<file path="src/rtl/mpu_regfile_pkg.sv">
package mpu_regfile_pkg;
   localparam int ADDR_W      = 12;
   localparam int DATA_W      = 32;
   localparam int IDX_W       = 4;
   localparam int MAX_REGIONS = 16;
   localparam int ALIAS_PAIRS = 4;
   localparam int BASE_LSB    = 5;

   localparam logic [ADDR_W-1:0] OFF_INFO  = 12'hD90;
   localparam logic [ADDR_W-1:0] OFF_CTRL  = 12'hD94;
   localparam logic [ADDR_W-1:0] OFF_SEL   = 12'hD98;
   localparam logic [ADDR_W-1:0] OFF_PAIR0 = 12'hD9C;
   localparam logic [ADDR_W-1:0] PAIR_STEP = 12'h008;

   localparam logic [15:0] SIZE_KEEP = 16'hFF3F;
   localparam logic [15:0] ACC_KEEP  = 16'h173F;

   typedef enum logic [2:0] {
      RK_NONE, RK_INFO, RK_CTRL, RK_SEL, RK_BASE, RK_ATTR
   } reg_kind_e;
endpackage

</file>
<file path="src/rtl/mpu_regfile_decode.sv">
module mpu_regfile_decode
   import mpu_regfile_pkg::*;
(
   input  logic [ADDR_W-1:0] addr,
   output reg_kind_e         kind
);
   always_comb begin
      kind = RK_NONE;
      unique case (addr)
         OFF_INFO: kind = RK_INFO;
         OFF_CTRL: kind = RK_CTRL;
         OFF_SEL:  kind = RK_SEL;
         default: begin
            for (int p = 0; p < ALIAS_PAIRS; p++) begin
               if (addr == OFF_PAIR0 + ADDR_W'(p) * PAIR_STEP)
                  kind = RK_BASE;
               if (addr == OFF_PAIR0 + ADDR_W'(p) * PAIR_STEP + 12'h004)
                  kind = RK_ATTR;
            end
         end
      endcase
   end
endmodule

</file>
<file path="src/rtl/mpu_region_bank.sv">
module mpu_region_bank
   import mpu_regfile_pkg::*;
#(
   parameter int NUM_REGIONS = 8
) (
   input  logic                       clk,
   input  logic                       rst_n,
   input  logic                       base_we,
   input  logic [IDX_W-1:0]           base_idx,
   input  logic [DATA_W-BASE_LSB-1:0] base_in,
   input  logic                       attr_we,
   input  logic [IDX_W-1:0]           attr_idx,
   input  logic [15:0]                size_in,
   input  logic [15:0]                acc_in,
   input  logic [IDX_W-1:0]           rd_idx,
   output logic [DATA_W-BASE_LSB-1:0] rd_base,
   output logic [15:0]                rd_size,
   output logic [15:0]                rd_acc
);
   localparam int BASE_W = DATA_W - BASE_LSB;

   generate
      if (NUM_REGIONS > 0) begin : g_bank
         logic [BASE_W-1:0] base_q [NUM_REGIONS];
         logic [15:0]       size_q [NUM_REGIONS];
         logic [15:0]       acc_q  [NUM_REGIONS];

         for (genvar r = 0; r < NUM_REGIONS; r++) begin : g_reg
            always_ff @(posedge clk) begin
               if (!rst_n) begin
                  base_q[r] <= '0;
                  size_q[r] <= '0;
                  acc_q[r]  <= '0;
               end else begin
                  if (base_we && base_idx == IDX_W'(r))
                     base_q[r] <= base_in;
                  if (attr_we && attr_idx == IDX_W'(r)) begin
                     size_q[r] <= size_in & SIZE_KEEP;
                     acc_q[r]  <= acc_in & ACC_KEEP;
                  end
               end
            end
         end

         always_comb begin
            rd_base = '0;
            rd_size = '0;
            rd_acc  = '0;
            for (int r = 0; r < NUM_REGIONS; r++) begin
               if (rd_idx == IDX_W'(r)) begin
                  rd_base = base_q[r];
                  rd_size = size_q[r];
                  rd_acc  = acc_q[r];
               end
            end
         end
      end else begin : g_empty
         assign rd_base = '0;
         assign rd_size = '0;
         assign rd_acc  = '0;
      end
   endgenerate
endmodule

</file>
<file path="src/rtl/mpu_regfile.sv">
module mpu_regfile
   import mpu_regfile_pkg::*;
#(
   parameter int NUM_REGIONS = 8
) (
   input  logic        clk,
   input  logic        rst_n,
   input  logic        wr_en,
   input  logic [11:0] addr,
   input  logic [31:0] wdata,
   output logic [31:0] rdata,
   output logic        prot_changed,
   output logic        ctrl_bad
);
   localparam int CNT_W  = IDX_W + 1;
   localparam int BASE_W = DATA_W - BASE_LSB;
   localparam logic [CNT_W-1:0] REG_CNT = CNT_W'(NUM_REGIONS);

   generate
      if (NUM_REGIONS < 0 || NUM_REGIONS > MAX_REGIONS) begin : g_bad_cfg
         $error("mpu_regfile: NUM_REGIONS must lie in 0..16");
      end
   endgenerate

   reg_kind_e        kind;
   logic [2:0]       ctrl_q;
   logic [IDX_W-1:0] sel_q;
   logic             changed_q, bad_q;

   mpu_regfile_decode u_dec (.addr(addr), .kind(kind));

   // Region targeted by a base write: own number when bit 4 is set.
   logic [IDX_W-1:0] base_tgt;
   logic             tgt_ok, sel_ok, sel_val_ok;
   assign base_tgt   = wdata[4] ? wdata[IDX_W-1:0] : sel_q;
   assign tgt_ok     = {1'b0, base_tgt} < REG_CNT;
   assign sel_ok     = {1'b0, sel_q} < REG_CNT;
   assign sel_val_ok = wdata < DATA_W'(NUM_REGIONS);

   logic wr_ctrl, wr_sel, base_acc, attr_acc;
   assign wr_ctrl  = wr_en && kind == RK_CTRL;
   assign wr_sel   = wr_en && kind == RK_SEL;
   assign base_acc = wr_en && kind == RK_BASE && tgt_ok;
   assign attr_acc = wr_en && kind == RK_ATTR && sel_ok;

   logic [BASE_W-1:0] rd_base;
   logic [15:0]       rd_size, rd_acc;

   mpu_region_bank #(.NUM_REGIONS(NUM_REGIONS)) u_bank (
      .clk      (clk),
      .rst_n    (rst_n),
      .base_we  (base_acc),
      .base_idx (base_tgt),
      .base_in  (wdata[DATA_W-1:BASE_LSB]),
      .attr_we  (attr_acc),
      .attr_idx (sel_q),
      .size_in  (wdata[15:0]),
      .acc_in   (wdata[31:16]),
      .rd_idx   (sel_q),
      .rd_base  (rd_base),
      .rd_size  (rd_size),
      .rd_acc   (rd_acc)
   );

   always_ff @(posedge clk) begin
      if (!rst_n) begin
         ctrl_q    <= '0;
         sel_q     <= '0;
         changed_q <= 1'b0;
         bad_q     <= 1'b0;
      end else begin
         if (wr_ctrl)
            ctrl_q <= wdata[2:0];
         if (wr_sel && sel_val_ok)
            sel_q <= wdata[IDX_W-1:0];
         else if (base_acc && wdata[4])
            sel_q <= wdata[IDX_W-1:0];
         changed_q <= wr_ctrl || base_acc || attr_acc;
         bad_q     <= wr_ctrl && wdata[1:0] == 2'b10;
      end
   end

   always_comb begin
      rdata = '0;
      unique case (kind)
         RK_INFO: rdata = {16'h0, 8'(NUM_REGIONS), 8'h0};
         RK_CTRL: rdata = {29'h0, ctrl_q};
         RK_SEL:  rdata = {28'h0, sel_q};
         RK_BASE: if (sel_ok) rdata = {rd_base, 1'b0, sel_q};
         RK_ATTR: if (sel_ok) rdata = {rd_acc, rd_size};
         default: rdata = '0;
      endcase
   end

   assign prot_changed = changed_q;
   assign ctrl_bad     = bad_q;
endmodule

</file>
<file path="config.mk">
export PLATFORM = sky130hd
export DESIGN_NAME = mpu_regfile
export DESIGN_NICKNAME = d
export VERILOG_FILES = /design/src/rtl/mpu_regfile_pkg.sv /design/src/rtl/mpu_regfile_decode.sv /design/src/rtl/mpu_region_bank.sv /design/src/rtl/mpu_regfile.sv
export SDC_FILE = /design/constraint.sdc
export NUM_CORES = 1
export LEC_CHECK = 0
export BUFFER_PORTS_ARGS = -buffer_cell sky130_fd_sc_hd__clkbuf_2
export CORE_UTILIZATION = 48
export DETAILED_ROUTE_END_ITERATION = 6
export GPL_TIMING_DRIVEN = 0
export PLACE_DENSITY = 0.7
export SKIP_CTS_REPAIR_TIMING = 1
export SKIP_LAST_GASP = 1
export SLEW_MARGIN = 20
export SYNTH_ARGS = -nofsm -noshare
export SYNTH_HDL_FRONTEND = slang
export SYNTH_SLANG_ARGS = --single-unit
</file>
<file path="constraint.sdc">
create_clock -name clk -period 3.5 [get_ports clk]
set_clock_uncertainty 0.05 [all_clocks]
set_input_delay 0.35 -clock clk [delete_from_list [all_inputs] [get_ports clk]]
set_output_delay 0.35 -clock clk [all_outputs]
set_load 0.02 [all_outputs]
</file>
==> results of run 1 <==
flip-flops by register name (all words and copies together) (netlist names):
signal / cells
ctrl_bad: 1
ctrl_q: 3
prot_changed: 1
sel_q: 4
u_bank.g_bank.acc_q: 80
u_bank.g_bank.base_q: 216
u_bank.g_bank.size_q: 112
through the flow:
step	total power [mW]	TNS [ps]
final	10.5	-124
after CTS	10.5	-32610
after global placement	6.15	-454700
after floorplan	5.95	-9140
after global routing	10.7	-313
after detailed placement	6.20	-14850
how the worst min path moves through the flow:
stage | slack, ps | to | startpoint | depth (start not counted)
5_1_grt | 130 | sel_q[0] | wdata[0] | 3
2_1_floorplan | 410 | ctrl_q[1] | ctrl_q[1] | 2
6_report | 120 | sel_q[0] | wdata[0] | 3
4_1_cts | 100 | sel_q[0] | wdata[0] | 3
3_3_place_gp | 430 | ctrl_q[0] | ctrl_q[0] | 2
3_5_place_dp | 450 | ctrl_q[2] | ctrl_q[2] | 2
power by group through the flow:
| stage | clock network [mW] | logic, mW | registers, mW |
|---|---|---|---|
| global route | 4.54 | 0.478 | 5.67 |
| finish | 4.37 | 0.455 | 5.65 |
| global placement | 0 | 0.382 | 5.77 |
| floorplan | 0 | 0.203 | 5.75 |
| CTS | 4.36 | 0.447 | 5.65 |
| detailed placement | 0 | 0.445 | 5.76 |
synthesized netlist by cell type, drive strengths merged, types with 6 or more instances:
master,number,area share (%)
o211ai,6,0.24
buf,39,1.0
nand2,103,2.1
nand3,12,0.35
a21oi,25,0.66
o221ai,17,0.79
nor2,272,5.4
nor4,13,0.43
and2,192,6.4
mux2i,54,2.9
mux2,12,0.72
o22ai,34,1.1
nor3,24,0.66
o21ai,51,1.4
o32ai,6,0.28
edfxtp,408,65
a211o,9,0.42
dfxtp,9,0.96
clkbuf,59,1.2
mux4,42,5.0
nor2b,7,0.23
layout make-up:
cell class / count / area [um^2]
plain buffers: 95 / 480
multi-input cells: 934 / 6090
clock inverters: 18 / 104
fillers: 3193 / 16900
flip-flops and latches: 417 / 12400
well taps: 518 / 648
repair buffers: 96 / 771
inverters: 5 / 18.8
clock buffers: 60 / 1200
cell families (layout without fill, tap and decap cells):
family	Yosys count	after routing	share of synthesized area, %
DFF	417	417	66.1
buffers and inverters	103	274	2.33
AOI/OAI and AO/OA	180	180	6.38
and+or+nand+nor	646	646	16.6
muxes	108	108	8.62
worst max-delay path, cell delays in order (launching register included):
cell	delay [ps]
dfxtp_1	340
clkbuf_4	290
clkinv_1	440
nand2_1	460
o22ai_1	130
a211o_1	300
o21ai_1	390
clkbuf_2	260
layer usage:
layer	vias up	routed length, um
met2	950	27000
met4	4	3280
met5	-	19
li1	5624	-
met1	6570	22400
met3	198	7200
==> metrics.cfg, run 1 <==
[grt]
use_met3_pct=5.80
use_met2_pct=47.4
grt_pass1_wl_mm=85.4
grt_pass1_vias=12700
grt_max_degree=28
overflow=0
top_usage_layer=met2
met1_usage_pct=41.7
grtUsageTotal_pct=30.6
antenna_found_initial=2

[timing]
worstMarginPinSlew_ps=1140
finalHoldViolCount=0
post-route-period-util_pct=102
relSlewSlack_pct=23.5
final_max_slew_viol_count=0
max_freq_ghz=0.281
finalSetupViolations=4
hold_slack_ps=120
post-route-min-period_ps=3560
layout_setup_ws_ps=-59.1
rsz0062_at_grt=true

[critical_path]
cp.required_ps=3100
cp.arrival_ps=3160
worstRegToRegCells=8
r2r_slack_ps=10
r2r_start=sel_q[0]
cp-startpoint=sel_q[0]
crit_path_end=rdata[20]
critPathMaxFanout=10
cp-start-kind=flip-flop
endpoint_kind=primary output
worst-setup-path-type=flip-flop to primary output
r2r-end=u_bank.g_bank.base_q[1][74]

[die]
boundaryPins=81
die_h_um=200
core_area_mm2=0.0386
row_count=72
die_w_um=200
fp.dieArea_mm2=0.0400
initial_core_util_pct=48.7

[cells_and_area]
layout.nets=1639
final_cell_mix=edfxtp_1 (408), nor2_1 (271), and2_1 (192)
final_common_cell=edfxtp_1
stdcell_count=2143
layout-drive-gt1-share_pct=18.4
antenna_cells=0
area_growth_pct=15.5
design_area_mm2=0.0217
final_util_pct=56.3

[synthesis]
postSynthCellCount=1454
synthArstFlopShare_pct=0
synth_seq_area_share_pct=66.1
ys_seq_elements=417
syn_avg_cell_area_um2=12.9
yosysWarnings=0
syn-num-nets=1501
yosysUniqueCellTypes=62
ys.flop_type=edfxtp_1
synth_edf_count=408
syn_area_mm2=0.0188

[clock_tree]
cts_tree=yes
clock_path_buffers=3
clk_pin_slew_ps=60
cts_buffers=43
cts_sinks=417
root_buffer=clkbuf_16
htree_levels=2
clkLatencyLatePin_ps=540

[power_and_ir_drop]
power_frac_clock_pct=41.7
p_leak_nw=7.70
switching_share_pct=21.6
peakVddDrop_uv=312
switchingPower_mw=2.27
power_density_mw_per_mm2=482
pwr-share-seq_pct=54.0
p_int_mw=8.21
combPwrFrac_pct=4.3

[worst_hold_path]
hold_path_class=input port to flip-flop

[placement]
pre_cts_slack_ps=-282
place_congestion=0.990
dp.cells=2064
place_hpwl_mm=39.7
place_area_mm2=0.0203
port_buffers=78

[route]
totalWireLength_mm=59.9
post_drt_via_cell_ratio=6.23
wl_per_cell_um=27.9
ant_nets=0
drc=3
drt_iter0_markers=2038
vias=13300
dr.pass1.iters=7

[outcome]
outcome=finished, violations left
violations=DRC, setup timing

[job]
max_cap_violations=0

Note: power is estimated with default switching activity, not from simulation.
==> run 2: changes to the inputs <==
CORE_UTILIZATION = 56   (was 48)
PLACE_DENSITY = 0.79   (was 0.7)
==> run 2 against run 1 <==
Compared with the run above:
- the flow finishes with violations (setup timing)
- largest cell class unchanged
- worst setup slack improved by 37 ps
- worst hold slack improved by 18 ps
- cell count decreased by 3.9%
- fmax is 1.0% higher
- non-clock buffer count stayed put
- sequential share of layout area rose by 0.47 points
- utilization is 9.5 points higher
- die area fell by 14%
- critical path depth unchanged
==> metrics.cfg, run 2 (synthesis gave the netlist of run 1 again) <==
[timing]
finalSetupViolations=20  ; +16
post-route-period-util_pct=101  ; -1.0 points
finalSetupTns_ps=-298  ; -174 ps
hold_slack_ps=138  ; +18.1 ps
max_freq_ghz=0.284  ; +1.0%
relSlewSlack_pct=15.6  ; -7.9 points
worstMarginPinSlew_ps=1260  ; +117 ps
post-route-min-period_ps=3520  ; -36.6 ps
finalHoldViolCount=0  ; unchanged
final_max_slew_viol_count=0  ; unchanged
layout_setup_ws_ps=-22.5  ; +36.6 ps

[route]
drt_iter0_markers=2324  ; +14%
dr.pass1.iters=6  ; -1
post_drt_via_cell_ratio=6.62  ; +6.2%
vias=13600  ; +2.1%
wl_per_cell_um=28.9  ; +3.5%
ant_nets=0  ; unchanged
totalWireLength_mm=59.6  ; -0.54%
drc=0  ; -3

[grt]
grtUsageTotal_pct=35.4  ; +4.7 points
grt_max_degree=28  ; unchanged
grt_pass1_vias=13200  ; +3.4%
overflow=0  ; unchanged
grt_pass1_wl_mm=84.9  ; -0.58%
antenna_found_initial=3  ; +1

[clock_tree]
clkLatencyLatePin_ps=540  ; about the same
cts_buffers=41  ; -4.7%
cts_tree=yes
root_buffer=clkbuf_16
htree_levels=2  ; unchanged
cts_sinks=417  ; unchanged
clk_pin_slew_ps=60  ; about the same
clock_path_buffers=3  ; unchanged

[outcome]
violations=setup timing
outcome=finished, violations left

[die]
core_area_mm2=0.0328  ; -15%
die_w_um=185  ; -7.3%
die_h_um=185  ; -7.3%
initial_core_util_pct=57.4  ; +8.7 points
boundaryPins=81  ; unchanged
row_count=66  ; -8.3%
fp.dieArea_mm2=0.0343  ; -14%

[placement]
place_area_mm2=0.0202  ; -0.74%
port_buffers=78  ; unchanged
place_hpwl_mm=39.1  ; -1.5%
place_congestion=0.978  ; -1.2%

[power_and_ir_drop]
power_density_mw_per_mm2=482  ; about the same
p_leak_nw=7.66  ; -0.47%
peakVddDrop_uv=300  ; -3.9%

[critical_path]
path_common_cell=nand2_1
critPathMaxFanout=27  ; +17
path_cells=clkbuf_4 -> clkinvlp_4 -> nand2_1 -> o21ai_0 -> nand2_1 -> clkbuf_1 -> nand2_4
endpoint_kind=flip-flop
crit_path_end=u_bank.g_bank.base_q[1][12]
cp-start-kind=flip-flop
r2r_start=sel_q[0]
r2r_slack_ps=-20  ; -30 ps
worstRegToRegCells=7  ; -1
cp.required_ps=3590  ; +490 ps
max_stage_delay_ps=670  ; +210 ps
r2r-end=u_bank.g_bank.base_q[1][12]
slowest_stage=clkbuf_1
cp.arrival_ps=3610  ; +450 ps
worst-setup-path-type=flip-flop to flip-flop
cp-startpoint=sel_q[0]

[cells_and_area]
top_register=u_bank.g_bank.base_q
area_growth_pct=14.6
antenna_cells=0  ; unchanged
fillCellCount=2344  ; -27%
design_area_mm2=0.0216  ; -0.81%
largest_reg_flops=216  ; unchanged
top_regs=u_bank.g_bank.base_q x216, u_bank.g_bank.size_q x112, u_bank.g_bank.acc_q x80
final_common_cell=edfxtp_1
final_cell_mix=edfxtp_1 (408), nor2_1 (271), and2_1 (192)
layout.nets=1637  ; -0.12%
layout-drive-gt1-share_pct=18.3  ; -0.11 points

[worst_hold_path]
hp-start=wdata[0]
hold_path_class=input port to flip-flop

[job]
max_cap_violations=0  ; unchanged

run 2: changes by cell type in the layout (fill, tap and decap cells not counted), moves of 2 or more:
cell and delta:
buf_2 +2, clkinv_2 -2, buf_16 -2, clkbuf_1 -2
clkbuf_16 -2, clkinv_1 -4
run 2: critical path: cells and delay by family, from the launching register on:
kind / cells / cell delay, ps
AO/OA/AOI/OAI: 1 / 190
AND/OR/NAND/NOR: 3 / 1180
buffers and inverters: 3 / 1330
flip-flops: 1 / 340
run 2: area by class of cell:
cell class / count / area, um^2 / share of cell area [%]
plain buffers: 97 / 490 / 2.27
inverters: 5 / 22.5 / 0.104
repair buffers: 94 / 716 / 3.32
well taps: 442 / 553 / 2.56
multi-input cells: 934 / 6080 / 28.2
flip-flops and latches: 417 / 12400 / 57.6
clock buffers: 56 / 1150 / 5.35
clock inverters: 15 / 121 / 0.563
run 2: per-stage QoR:
stage | power, mW | utilization, % | worst slack, ps | cells
CTS | 10.4 | 65.4 | -766 | 2057
finish | 10.4 | 65.8 | -22.5 | 2060
floorplan | 5.95 | - | -95.3 | 1454
global route | 10.6 | 65.8 | -2.38 | 2060
detailed placement | 6.19 | 61.5 | -241 | 1986
global placement | 6.14 | 60.3 | -2380 | 1974
run 2: where the power goes:
group          internal (mW)  switching, mW
Clock                   2.45           1.84
Sequential              5.61         0.0448
Combinational          0.129          0.320
Total                   8.19           2.20
run 2: worst min-delay path by stage:
stage                     slack (ps)        end  depth (start not counted)
after global placement           430  ctrl_q[0]                          2
after floorplan                  410  ctrl_q[1]                          2
after CTS                        110   sel_q[0]                          3
after detailed placement         450  ctrl_q[0]                          2
final                            140   sel_q[0]                          3
after global routing             140   sel_q[0]                          3
run 2: per-layer routing:
| metal | wire length (um) | vias up | track usage, % |
|---|---|---|---|
| li1 | - | 5610 | - |
| met1 | 21000 | 6630 | 46.5 |
| met2 | 26600 | 1170 | 53.3 |
| met3 | 8220 | 217 | 8.65 |
| met4 | 3750 | 0 | 21.5 |
| met5 | 0 | - | 0 |
